==> config.mk <==
export PLATFORM = sky130hd
export DESIGN_NAME = flyby_dma_seq
export DESIGN_NICKNAME = d
export VERILOG_FILES = /design/src/rtl/flyby_pkg.sv /design/src/rtl/flyby_timer.sv /design/src/rtl/flyby_addr.sv /design/src/rtl/flyby_lanes.sv /design/src/rtl/flyby_dma_seq.sv
export SDC_FILE = /design/constraint.sdc
export NUM_CORES = 1
export LEC_CHECK = 0
export ABC_CLOCK_PERIOD_IN_PS = 3700
export BUFFER_PORTS_ARGS = -buffer_cell sky130_fd_sc_hd__buf_2
export CELL_PAD_IN_SITES_DETAIL_PLACEMENT = 1
export CELL_PAD_IN_SITES_GLOBAL_PLACEMENT = 2
export CORE_AREA = 2 2 103 105
export DETAILED_ROUTE_END_ITERATION = 8
export DIE_AREA = 0 0 105 107
export PLACE_DENSITY = 0.8
export SLEW_MARGIN = 20
export SYNTH_ARGS = -nofsm -noshare
export SYNTH_HDL_FRONTEND = slang
export SYNTH_HIERARCHICAL = 1
export SYNTH_SLANG_ARGS = --single-unit
==> constraint.sdc <==
create_clock -name clk -period 3.7 [get_ports clk]
set_clock_uncertainty 0.1 [all_clocks]
set_input_delay 0.74 -clock clk [delete_from_list [all_inputs] [get_ports clk]]
set_output_delay 0.74 -clock clk [all_outputs]
set_load 0.01 [all_outputs]
==> src/rtl/flyby_pkg.sv <==
package flyby_pkg;

  localparam int LEN_W = 3;

  typedef enum logic [1:0] {
    AM_FIXED = 2'd0,
    AM_FWD   = 2'd1,
    AM_BWD   = 2'd2,
    AM_HOLD  = 2'd3
  } amode_e;

  typedef enum logic [1:0] {
    ST_IDLE  = 2'd0,
    ST_ARMED = 2'd1,
    ST_CYC   = 2'd2
  } state_e;

  typedef struct packed {
    logic   dir;
    logic   u16;
    logic   b16;
    amode_e amode;
    logic   slow;
  } chan_cfg_t;

  // length of the enable phase: 1 fast, 2 slow
  function automatic logic [1:0] wait_term(input logic slow);
    return slow ? 2'd2 : 2'd1;
  endfunction

  // total clocks of one fly-by bus cycle
  function automatic logic [LEN_W-1:0] unit_len(input logic slow, input logic u16,
                                                input logic b16, input logic odd);
    logic [LEN_W-1:0] extra;
    extra = {{(LEN_W-1){1'b0}}, (u16 & b16 & odd)};
    return LEN_W'(1) + LEN_W'(wait_term(slow)) + extra;
  endfunction

  function automatic logic cfg_legal(input logic u16, input logic b16);
    return !(u16 && !b16);
  endfunction

  function automatic logic [1:0] step_size(input logic u16);
    return u16 ? 2'd2 : 2'd1;
  endfunction

  // active-low lane enables, bit0 = low byte
  function automatic logic [1:0] lane_pick(input logic u16, input logic b16,
                                           input logic odd);
    if (!b16)     return 2'b10;
    else if (u16) return 2'b00;
    else if (odd) return 2'b01;
    else          return 2'b10;
  endfunction

endpackage

==> src/rtl/flyby_timer.sv <==
module flyby_timer
  import flyby_pkg::*;
(
  input  logic             clk,
  input  logic             rst_n,
  input  logic             launch,
  input  logic [LEN_W-1:0] len,
  input  logic [1:0]       iterm,
  input  logic             ready,
  output logic             active,
  output logic             en_act,
  output logic             unit_end
);

  logic [LEN_W-1:0] rem_q;
  logic             hold;

  assign active   = (rem_q != '0);
  assign en_act   = active && (rem_q <= LEN_W'(iterm));
  assign hold     = en_act && !ready;
  assign unit_end = active && (rem_q == LEN_W'(1)) && !hold;

  always_ff @(posedge clk or negedge rst_n) begin
    if (!rst_n) begin
      rem_q <= '0;
    end else if (launch && !active) begin
      rem_q <= len;
    end else if (active && !hold) begin
      rem_q <= rem_q - LEN_W'(1);
    end
  end

endmodule

==> src/rtl/flyby_addr.sv <==
module flyby_addr
  import flyby_pkg::*;
#(
  parameter int AW = 16,
  parameter int CW = 8
) (
  input  logic          clk,
  input  logic          rst_n,
  input  logic          load,
  input  logic [AW-1:0] load_addr,
  input  logic [CW-1:0] load_cnt,
  input  logic          advance,
  input  amode_e        amode,
  input  logic          u16,
  output logic [AW-1:0] addr,
  output logic          last
);

  logic [CW-1:0] cnt_q;
  logic [AW-1:0] step;
  logic [AW-1:0] nxt;

  assign step = {{(AW-2){1'b0}}, step_size(u16)};
  assign last = (cnt_q == CW'(1));

  always_comb begin
    case (amode)
      AM_FWD:  nxt = addr + step;
      AM_BWD:  nxt = addr - step;
      default: nxt = addr;
    endcase
  end

  always_ff @(posedge clk or negedge rst_n) begin
    if (!rst_n) begin
      addr  <= '0;
      cnt_q <= '0;
    end else if (load) begin
      addr  <= load_addr;
      cnt_q <= load_cnt;
    end else if (advance) begin
      addr  <= nxt;
      cnt_q <= cnt_q - CW'(1);
    end
  end

endmodule

==> src/rtl/flyby_lanes.sv <==
module flyby_lanes
  import flyby_pkg::*;
#(
  parameter int BYTE_W = 8
) (
  input  logic                active,
  input  logic                en_act,
  input  logic                dir,
  input  logic                u16,
  input  logic                b16,
  input  logic                odd,
  input  logic [2*BYTE_W-1:0] din,
  output logic [1:0]          lane_n,
  output logic [2*BYTE_W-1:0] dout,
  output logic                doe
);

  localparam int DW = 2 * BYTE_W;

  logic             copy_case;
  logic [BYTE_W-1:0] src_byte;

  assign lane_n    = active ? lane_pick(u16, b16, odd) : 2'b11;
  assign copy_case = b16 && !u16 && odd;
  // memory sits on the high lane, device on the low lane
  assign src_byte  = dir ? din[BYTE_W-1:0] : din[DW-1:BYTE_W];
  assign doe       = copy_case && en_act;

  always_comb begin
    dout = '0;
    if (doe) begin
      if (dir) dout[DW-1:BYTE_W] = src_byte;
      else     dout[BYTE_W-1:0]  = src_byte;
    end
  end

endmodule

==> src/rtl/flyby_dma_seq.sv <==
module flyby_dma_seq
  import flyby_pkg::*;
#(
  parameter int AW     = 16,
  parameter int CW     = 8,
  parameter int BYTE_W = 8
) (
  input  logic                clk,
  input  logic                rst_n,
  input  logic                start,
  input  logic                cfg_dir,
  input  logic                cfg_unit16,
  input  logic                cfg_bus16,
  input  logic [1:0]          cfg_amode,
  input  logic [AW-1:0]       cfg_addr,
  input  logic [CW-1:0]       cfg_count,
  input  logic                cfg_wait,
  input  logic                cfg_dram,
  input  logic                ch_en,
  input  logic                dreq,
  input  logic                ready,
  input  logic [2*BYTE_W-1:0] bus_din,
  output logic                busy,
  output logic                done,
  output logic                cfg_err,
  output logic [AW-1:0]       mem_addr,
  output logic                io_ack_n,
  output logic                rd_n,
  output logic                wr_n,
  output logic                en_n,
  output logic [1:0]          lane_n,
  output logic [2*BYTE_W-1:0] bus_dout,
  output logic                bus_doe
);

  state_e    st_q;
  chan_cfg_t cfg_q;
  logic      active, en_act, unit_end, last;
  logic      accept, refuse, launch, load;
  logic [LEN_W-1:0] len;

  // named events for the checker
  assign refuse = start && (st_q == ST_IDLE) && !cfg_legal(cfg_unit16, cfg_bus16);
  assign accept = start && (st_q == ST_IDLE) && cfg_legal(cfg_unit16, cfg_bus16);
  assign load   = accept && (cfg_count != '0);
  assign launch = (st_q == ST_ARMED) && dreq && ch_en;
  assign len    = unit_len(cfg_q.slow, cfg_q.u16, cfg_q.b16, mem_addr[0]);

  always_ff @(posedge clk or negedge rst_n) begin
    if (!rst_n) begin
      st_q    <= ST_IDLE;
      cfg_q   <= '0;
      done    <= 1'b0;
      cfg_err <= 1'b0;
    end else begin
      case (st_q)
        ST_IDLE: begin
          if (refuse) begin
            cfg_err <= 1'b1;
          end else if (accept) begin
            cfg_err <= 1'b0;
            cfg_q   <= '{dir: cfg_dir, u16: cfg_unit16, b16: cfg_bus16,
                         amode: amode_e'(cfg_amode), slow: cfg_wait | cfg_dram};
            if (cfg_count == '0) begin
              done <= 1'b1;
            end else begin
              done <= 1'b0;
              st_q <= ST_ARMED;
            end
          end
        end
        ST_ARMED: if (launch) st_q <= ST_CYC;
        ST_CYC: begin
          if (unit_end) begin
            if (last) begin
              st_q <= ST_IDLE;
              done <= 1'b1;
            end else begin
              st_q <= ST_ARMED;
            end
          end
        end
        default: st_q <= ST_IDLE;
      endcase
    end
  end

  flyby_timer u_timer (
    .clk      (clk),
    .rst_n    (rst_n),
    .launch   (launch),
    .len      (len),
    .iterm    (wait_term(cfg_q.slow)),
    .ready    (ready),
    .active   (active),
    .en_act   (en_act),
    .unit_end (unit_end)
  );

  flyby_addr #(.AW(AW), .CW(CW)) u_addr (
    .clk       (clk),
    .rst_n     (rst_n),
    .load      (load),
    .load_addr (cfg_addr),
    .load_cnt  (cfg_count),
    .advance   (unit_end),
    .amode     (cfg_q.amode),
    .u16       (cfg_q.u16),
    .addr      (mem_addr),
    .last      (last)
  );

  flyby_lanes #(.BYTE_W(BYTE_W)) u_lanes (
    .active (active),
    .en_act (en_act),
    .dir    (cfg_q.dir),
    .u16    (cfg_q.u16),
    .b16    (cfg_q.b16),
    .odd    (mem_addr[0]),
    .din    (bus_din),
    .lane_n (lane_n),
    .dout   (bus_dout),
    .doe    (bus_doe)
  );

  assign busy     = (st_q != ST_IDLE);
  assign io_ack_n = !active;
  assign rd_n     = !(active && !cfg_q.dir);
  assign wr_n     = !(active && cfg_q.dir);
  assign en_n     = !en_act;

endmodule

==> Yosys cells after proc, flatten, opt, wreduce, memory -nomap -nowiden <==
Cells that the tools add are included.
{ "word_totals": {"register_bits": 37, "out_inout_bits": 42, "in_bits": 53, "word_cells": 109} }
{ "classes": {"n_addsub": 6, "n_reduce_logical": 43, "eq_ne": 12, "n_lt_le_gt_ge": 1, "muxes": 32, "bitwise_logic": 4} }
{ "ops": {"columns": ["operator", "count"], "rows": [
  ["$mux W16", 3],
  ["$mux W8", 5],
  ["$pmux W16 S2", 1],
  ["$mux W2", 11],
  ["$logic_and A1 B1 Y1", 18],
  ["$add A16 B2 Y16", 1],
  ["$sub A16 B2 Y16", 1],
  ["$logic_not A1 Y1", 10],
  ["$reduce_and A5 Y1", 2],
  ["$reduce_bool A2 Y1", 5],
  ["$eq A8 B1 Y1 const B", 1],
  ["$logic_not A8 Y1", 1],
  ["$mux W1", 8],
  ["$ne A2 B2 Y1 const B", 4],
  ["$reduce_bool A8 Y1", 1],
  ["$sub A8 B1 Y8 const B", 1],
  ["$mux W3", 2],
  ["$pmux W2 S3", 1],
  ["$reduce_bool A3 Y1", 2],
  ["$eq A2 B1 Y1 const B", 2],
  ["$eq A2 B2 Y1 const B", 2],
  ["$ne A2 B1 Y1 const B", 2],
  ["$reduce_and A2 Y1", 2],
  ["$add A1 B2 Y3 const A", 1],
  ["10 further kinds", 11]
]} }

==> Logic depth before layout (Yosys ltp) <==
{ "logic_depth": {"word_depth": 8, "ltp_mapped": 11} }

==> Hierarchy <==
Netlist, hierarchy kept.
{ "modules_own_cells": {"columns": ["mod", "n_inst", "area_per_inst_um2", "cells_per_inst", "seq_area_each_um2"], "rows": [
  ["flyby_addr", 1, 1936.9, 231, 600.6],
  ["flyby_dma_seq", 1, 560.5, 50, 250.2],
  ["flyby_timer", 1, 325.3, 37, 75.1],
  ["flyby_lanes", 1, 170.2, 24, 0.0]
]} }

==> Worst setup path before layout <==
No wires, ideal clock.
{ "synth_path": {"path_kind": "flip-flop to flip-flop", "start": "reg cfg_q[2] (netlist name)", "end": "reg u_addr.addr[6]", "arrival_ns": 2.882, "setup_slack_ns": 0.637, "required_time_ns": 3.518, "setup_ns": 0.082, "stages_incl_launch_ff": 10, "n_path_buf": 1, "cell_sequence": "dfrtp_1 -> or2b_2 -> clkbuf_1 -> nor2_1 -> fa_1 -> or4b_2 -> nor4_1 -> a21oi_1 -> or3_2 -> a31oi_1"} }
{ "synth_between": {"elab_chain_cells": 4} }
{ "synth_lines": {"columns": ["item", "line", "rtl"], "rows": [
  ["from (decl)", "flyby_dma_seq.sv:37", "chan_cfg_t cfg_q;"],
  ["from (signal assigned)", "flyby_dma_seq.sv:62", "cfg_q <= '{dir: cfg_dir, u16: cfg_unit16, b16: cfg_bus16,"],
  ["$eq A2 B2 Y1 or $eq A2 B1 Y1 (tied branches)", "flyby_addr.sv:27", "case (amode)"],
  ["$pmux W16 S2", "flyby_addr.sv:27", null],
  ["$mux W16", "flyby_addr.sv:41", "end else if (advance) begin"],
  ["$mux W16", "flyby_addr.sv:38", "end else if (load) begin"],
  ["to (signal assigned)", "flyby_addr.sv:39", "addr <= load_addr;"],
  ["to (signal assigned)", "flyby_addr.sv:42", "addr <= nxt;"],
  ["to (decl)", "flyby_addr.sv:15", "output logic [AW-1:0] addr,"]
]} }
Several ways; a longest one is shown, not always the timed one. The select of a mux whose other input is x is not followed.
A chain may end at the register's enable or synchronous reset.

==> Worst setup path in the final report <==
{ "layout_path": {"start": "reg cfg_q[0] (netlist name)", "end": "out bus_dout[3]"} }
{ "layout_between": {"elab_chain_cells": 5} }
{ "layout_lines": {"columns": ["item", "line", "rtl"], "rows": [
  ["$mux W2", "flyby_pkg.sv:28", "return slow ? 2'd2 : 2'd1;"],
  ["$le A3 B2 Y1", "flyby_timer.sv:19", "assign en_act = active && (rem_q <= LEN_W'(iterm));"],
  ["$logic_and A1 B1 Y1", "flyby_timer.sv:19", null],
  ["net en_act", "flyby_dma_seq.sv:38", "logic active, en_act, unit_end, last;"],
  ["$logic_and A1 B1 Y1", "flyby_lanes.sv:27", "assign doe = copy_case && en_act;"],
  ["$mux W16", "flyby_lanes.sv:31", "if (doe) begin"],
  ["to (decl)", "flyby_dma_seq.sv:32", "output logic [2*BYTE_W-1:0] bus_dout,"]
]} }
The timed path passes the listed nets, and every way through them passes these cells.

==> qor.log <==
qor: synth.syn_avg_cell_area 8.75 um2
qor: synth.synth.cells.most_frequent sky130_fd_sc_hd__dfrtp_1, sky130_fd_sc_hd__nand2_1, sky130_fd_sc_hd__and3_1, sky130_fd_sc_hd__o21ai_0, sky130_fd_sc_hd__a21oi_1
qor: run.timing.max_cap.violations 0
qor: global_route.grt_start_max_net_pins 40
qor: worst_setup_path.critical_path_buf_inv_count 2
qor: synth.synth.net_count 407
qor: die.boundary_pin_count 95
qor: synth.synthesis_stage_register_bit_count 37
qor: synth.synth-async-reset-ratio 1.00
qor: placed_design.numPortBuffers 94
qor: layout.flow.area_growth_from_synthesis 20.7%
qor: layout.fin_nets 494
qor: layout.multi_input_area 1870 um2
qor: layout.post_route_cells_drive_above_1_share 0.316
qor: global_route.grt_antenna_before_repair 0
qor: synth.synthesis.instances 342
qor: pwr.leakagePower 1.66 nW
qor: timing.post-route-period-util 0.893
qor: detailed_routing.route.detailed.wl_per_inst 16.0 um
qor: die.chipWidth 105 um
qor: global_route.global_route.usage.total 0.165
qor: clock_network.path_clk_slew 0.08 ns
qor: layout.layout.area.seq 926 um2
qor: pwr.swShare 0.488
qor: synth.yosys.area.top_type_share 0.309
qor: detailed_routing.antenna_violating_nets_post_route 0
qor: global_route.grt_overflow_total 0
qor: placed_design.post_dp_cell_area 3520 um2
qor: placed_design.finalWeightedCongestion 0.841
qor: synth.netlist.top_cell.by_area sky130_fd_sc_hd__dfrtp_1
qor: timing.final.min_clock_period 3.30 ns
qor: clock_network.clk_root_buffer_cell sky130_fd_sc_hd__clkbuf_8
qor: detailed_routing.via_per_inst 5.27
qor: pwr.clockPowerShare 0.116
qor: synth.ys_dominant_reg_cell sky130_fd_sc_hd__dfrtp_1
qor: clock_network.postCtsSetupRepairBufs 0
qor: die.floorplan.rows 37
qor: timing.setup-tns-final 0 ns
qor: pwr.vdd.ir_drop.worst 0.201 mV
qor: worst_setup_path.crit_top_cell sky130_fd_sc_hd__nor2b_1
qor: worst_setup_path.cp_data_arrival_time 2.46 ns
qor: synth.syn_area 2990 um2
qor: pwr.switchingPower 1.31 mW
qor: die.floorplan.initialDensity 0.297
qor: status.status completed
qor: timing.max_freq 303 MHz
qor: worst_setup_path.cpMaxStageDelayCell sky130_fd_sc_hd__dfrtp_1
qor: timing.finalSetupViolations 0
qor: placed_design.dp_hpwl 7160 um
qor: clock_network.worst_skew_pair.late_latency 0.30 ns
qor: clock_network.clockBufferDepth 2
qor: layout.antenna_cells_inserted 0
qor: die.design.die.area 11200 um2
qor: detailed_routing.dr.first_iter.drc_count 146
qor: timing.final_hold_viol_count 0
qor: global_route.first_pass_grt_wire_length 15200 um
qor: worst_setup_path.critical_path.startpoint_type flip-flop
qor: layout.post-route-cell-area 3610 um2
qor: worst_setup_path.crit_family simple AND/OR/NAND/NOR gates
qor: pwr.internal-power 1.37 mW
qor: timing.worstMarginPinSlew 0.908 ns
qor: clock_network.cts.hold.buffers_added 0
qor: pwr.p_seq_frac 0.342
qor: timing.final-max-slew-violation-count 0
qor: worst_setup_path.critical_path.max_stage_delay 0.41 ns
qor: timing.slew-limit-headroom 0.395
qor: die.core_box_area 10100 um2
qor: placed_design.place_inst 558
qor: worst_setup_path.crit_path_end_kind output port
qor: die.die_h 107 um
qor: synth.synth.most_common_cell sky130_fd_sc_hd__dfrtp_1
qor: clock_network.cts_tree yes
qor: detailed_routing.drt_wl_total 9070 um
qor: pwr.power_density 741 nW/um2
qor: worst_setup_path.critPathRequiredTime 2.86 ns
qor: timing.grt_setup_unrepaired no
qor: global_route.first_global_vias 3076
qor: synth.synth_cell_types 80
qor: worst_setup_path.setup.worst_path.class flip-flop to output port
qor: clock_network.cts.repair.resized 0
qor: layout.instances_no_fill 566
qor: synth.number_of_synthesized_flops_with_an_enable_pin 0
qor: clock_network.ctsHtreeMaxLevel 2
qor: clock_network.cts_buffers 5
qor: min_path.timing.hold.worst.class flip-flop to flip-flop
qor: clock_network.tritoncts_num_sinks 37
qor: synth.yosysWarningCount 6
qor: worst_setup_path.cp_max_fo 7
qor: detailed_routing.route.detailed.drc 0
qor: synth.ys_top_cells_by_area sky130_fd_sc_hd__dfrtp_1, sky130_fd_sc_hd__and3_1, sky130_fd_sc_hd__ha_1
qor: worst_setup_path.worst_path_cell_chain inv_1 > ha_1 > nor2b_1 > o21ai_0 > and2_1 > nor2b_1 > and3_1 > buf_2
qor: detailed_routing.detailed_routing_iteration_count_for_the_pre_antenna_repair_pass 4
qor: detailed_routing.vias 2980
qor: synth.seq_area_frac_synth 0.309
qor: pwr.p_comb_frac 0.542
qor: layout.n_fill_cell 1250
[layout by cell type, fill, tap and decap left out, types with 3 or more instances in the layout]
cell                       instances
sky130_fd_sc_hd__nor2b_1           4
sky130_fd_sc_hd__buf_2            94
sky130_fd_sc_hd__nand3_1           3
sky130_fd_sc_hd__ha_1             11
sky130_fd_sc_hd__nand4_1           5
sky130_fd_sc_hd__mux2_4            3
sky130_fd_sc_hd__xnor2_1           7
sky130_fd_sc_hd__clkbuf_8          5
sky130_fd_sc_hd__nor3_1           13
sky130_fd_sc_hd__and3_1           22
sky130_fd_sc_hd__nand2b_1          7
sky130_fd_sc_hd__buf_4             3
sky130_fd_sc_hd__a31oi_1           5
sky130_fd_sc_hd__and2_1            5
sky130_fd_sc_hd__a21oi_1          20
sky130_fd_sc_hd__nor4b_1           5
sky130_fd_sc_hd__o21ai_0          22
sky130_fd_sc_hd__inv_1            16
sky130_fd_sc_hd__dfrtp_1          37
sky130_fd_sc_hd__nand2_1          34
sky130_fd_sc_hd__nor4_1            5
sky130_fd_sc_hd__o211ai_1          3
sky130_fd_sc_hd__nor3b_1           3
sky130_fd_sc_hd__nor2_1           19
sky130_fd_sc_hd__xor2_1            5
sky130_fd_sc_hd__or3_1             4
sky130_fd_sc_hd__o21a_1            4
sky130_fd_sc_hd__mux2_2            3
[power groups by stage]
stage                     clock (mW)  combinational [mW]  sequential, mW
after floorplan                    0                1.12           0.824
after global placement             0                1.41           0.913
after detailed placement           0                1.46           0.922
after CTS                      0.328                1.47           0.917
after global routing           0.340                1.64           0.965
final                          0.310                1.45           0.915
[through the flow]
stage               hold slack [ns]  setup slack (ns)  total power, mW   util
global placement              0.378             0.666             2.32  0.349
detailed placement            0.393             0.609             2.38  0.349
CTS                           0.414             0.328             2.71  0.358
finish                        0.403             0.397             2.68  0.358
global route                  0.430             0.188             2.94  0.358
floorplan                     0.344             0.637             1.95      -
[final cells by class]
cell class	instances	area share
Clock buffer	5	0.0190
Clock inverter	3	0.00693
Inverter	16	0.0166
Multi-Input combinational cell	272	0.518
Sequential cell	37	0.256
Tap cell	136	0.0471
Timing Repair Buffer	97	0.136
[layer usage]
| metal | GRT usage | part of all wire | vias to the layer above |
|---|---|---|---|
| met2 | 0.302 | 0.50 | 97 |
| met5 | 0 | 0 | - |
| met4 | 0.0343 | 0.0069 | 0 |
| met3 | 0.0231 | 0.046 | 6 |
| met1 | 0.205 | 0.45 | 1443 |
| li1 | - | - | 1434 |
[tightest hold or removal path, stage by stage, from the launching register on]
cell	delay, ns
sky130_fd_sc_hd__dfrtp_1	0.35
sky130_fd_sc_hd__a21oi_1	0.04
sky130_fd_sc_hd__nor2_1	0.08
[flip-flops by register name (all words and copies together) (netlist names)]
signal / flops
u_addr/cnt_q: 8
u_addr/addr: 16
cfg_err: 1
done: 1
u_timer/rem_q: 3
st_q: 2
cfg_q: 6
[kinds of logic after synthesis]
logic type,synth area share
buf+inv,0.0656
xor+xnor,0.0351
flops,0.309
mux,0.0330
fa+ha+maj,0.0560
simple gates,0.316
compound gates,0.185
[worst paths after layout]
kind / depth (start not counted) / slack, ns / end / startpoint
min reg2reg: 2 / 0.40 / done / done
max: 8 / 0.40 / bus_dout[3] / cfg_q[0]
max in group asynchronous: 1 / 2.47 / cfg_err / rst_n
min: 2 / 0.40 / done / done
min in group asynchronous: 1 / 0.47 / u_addr/addr[7] / rst_n
max reg2reg: 8 / 0.57 / u_addr/addr[6] / cfg_q[2]
No activity file was read; power rests on OpenSTA's default activity.
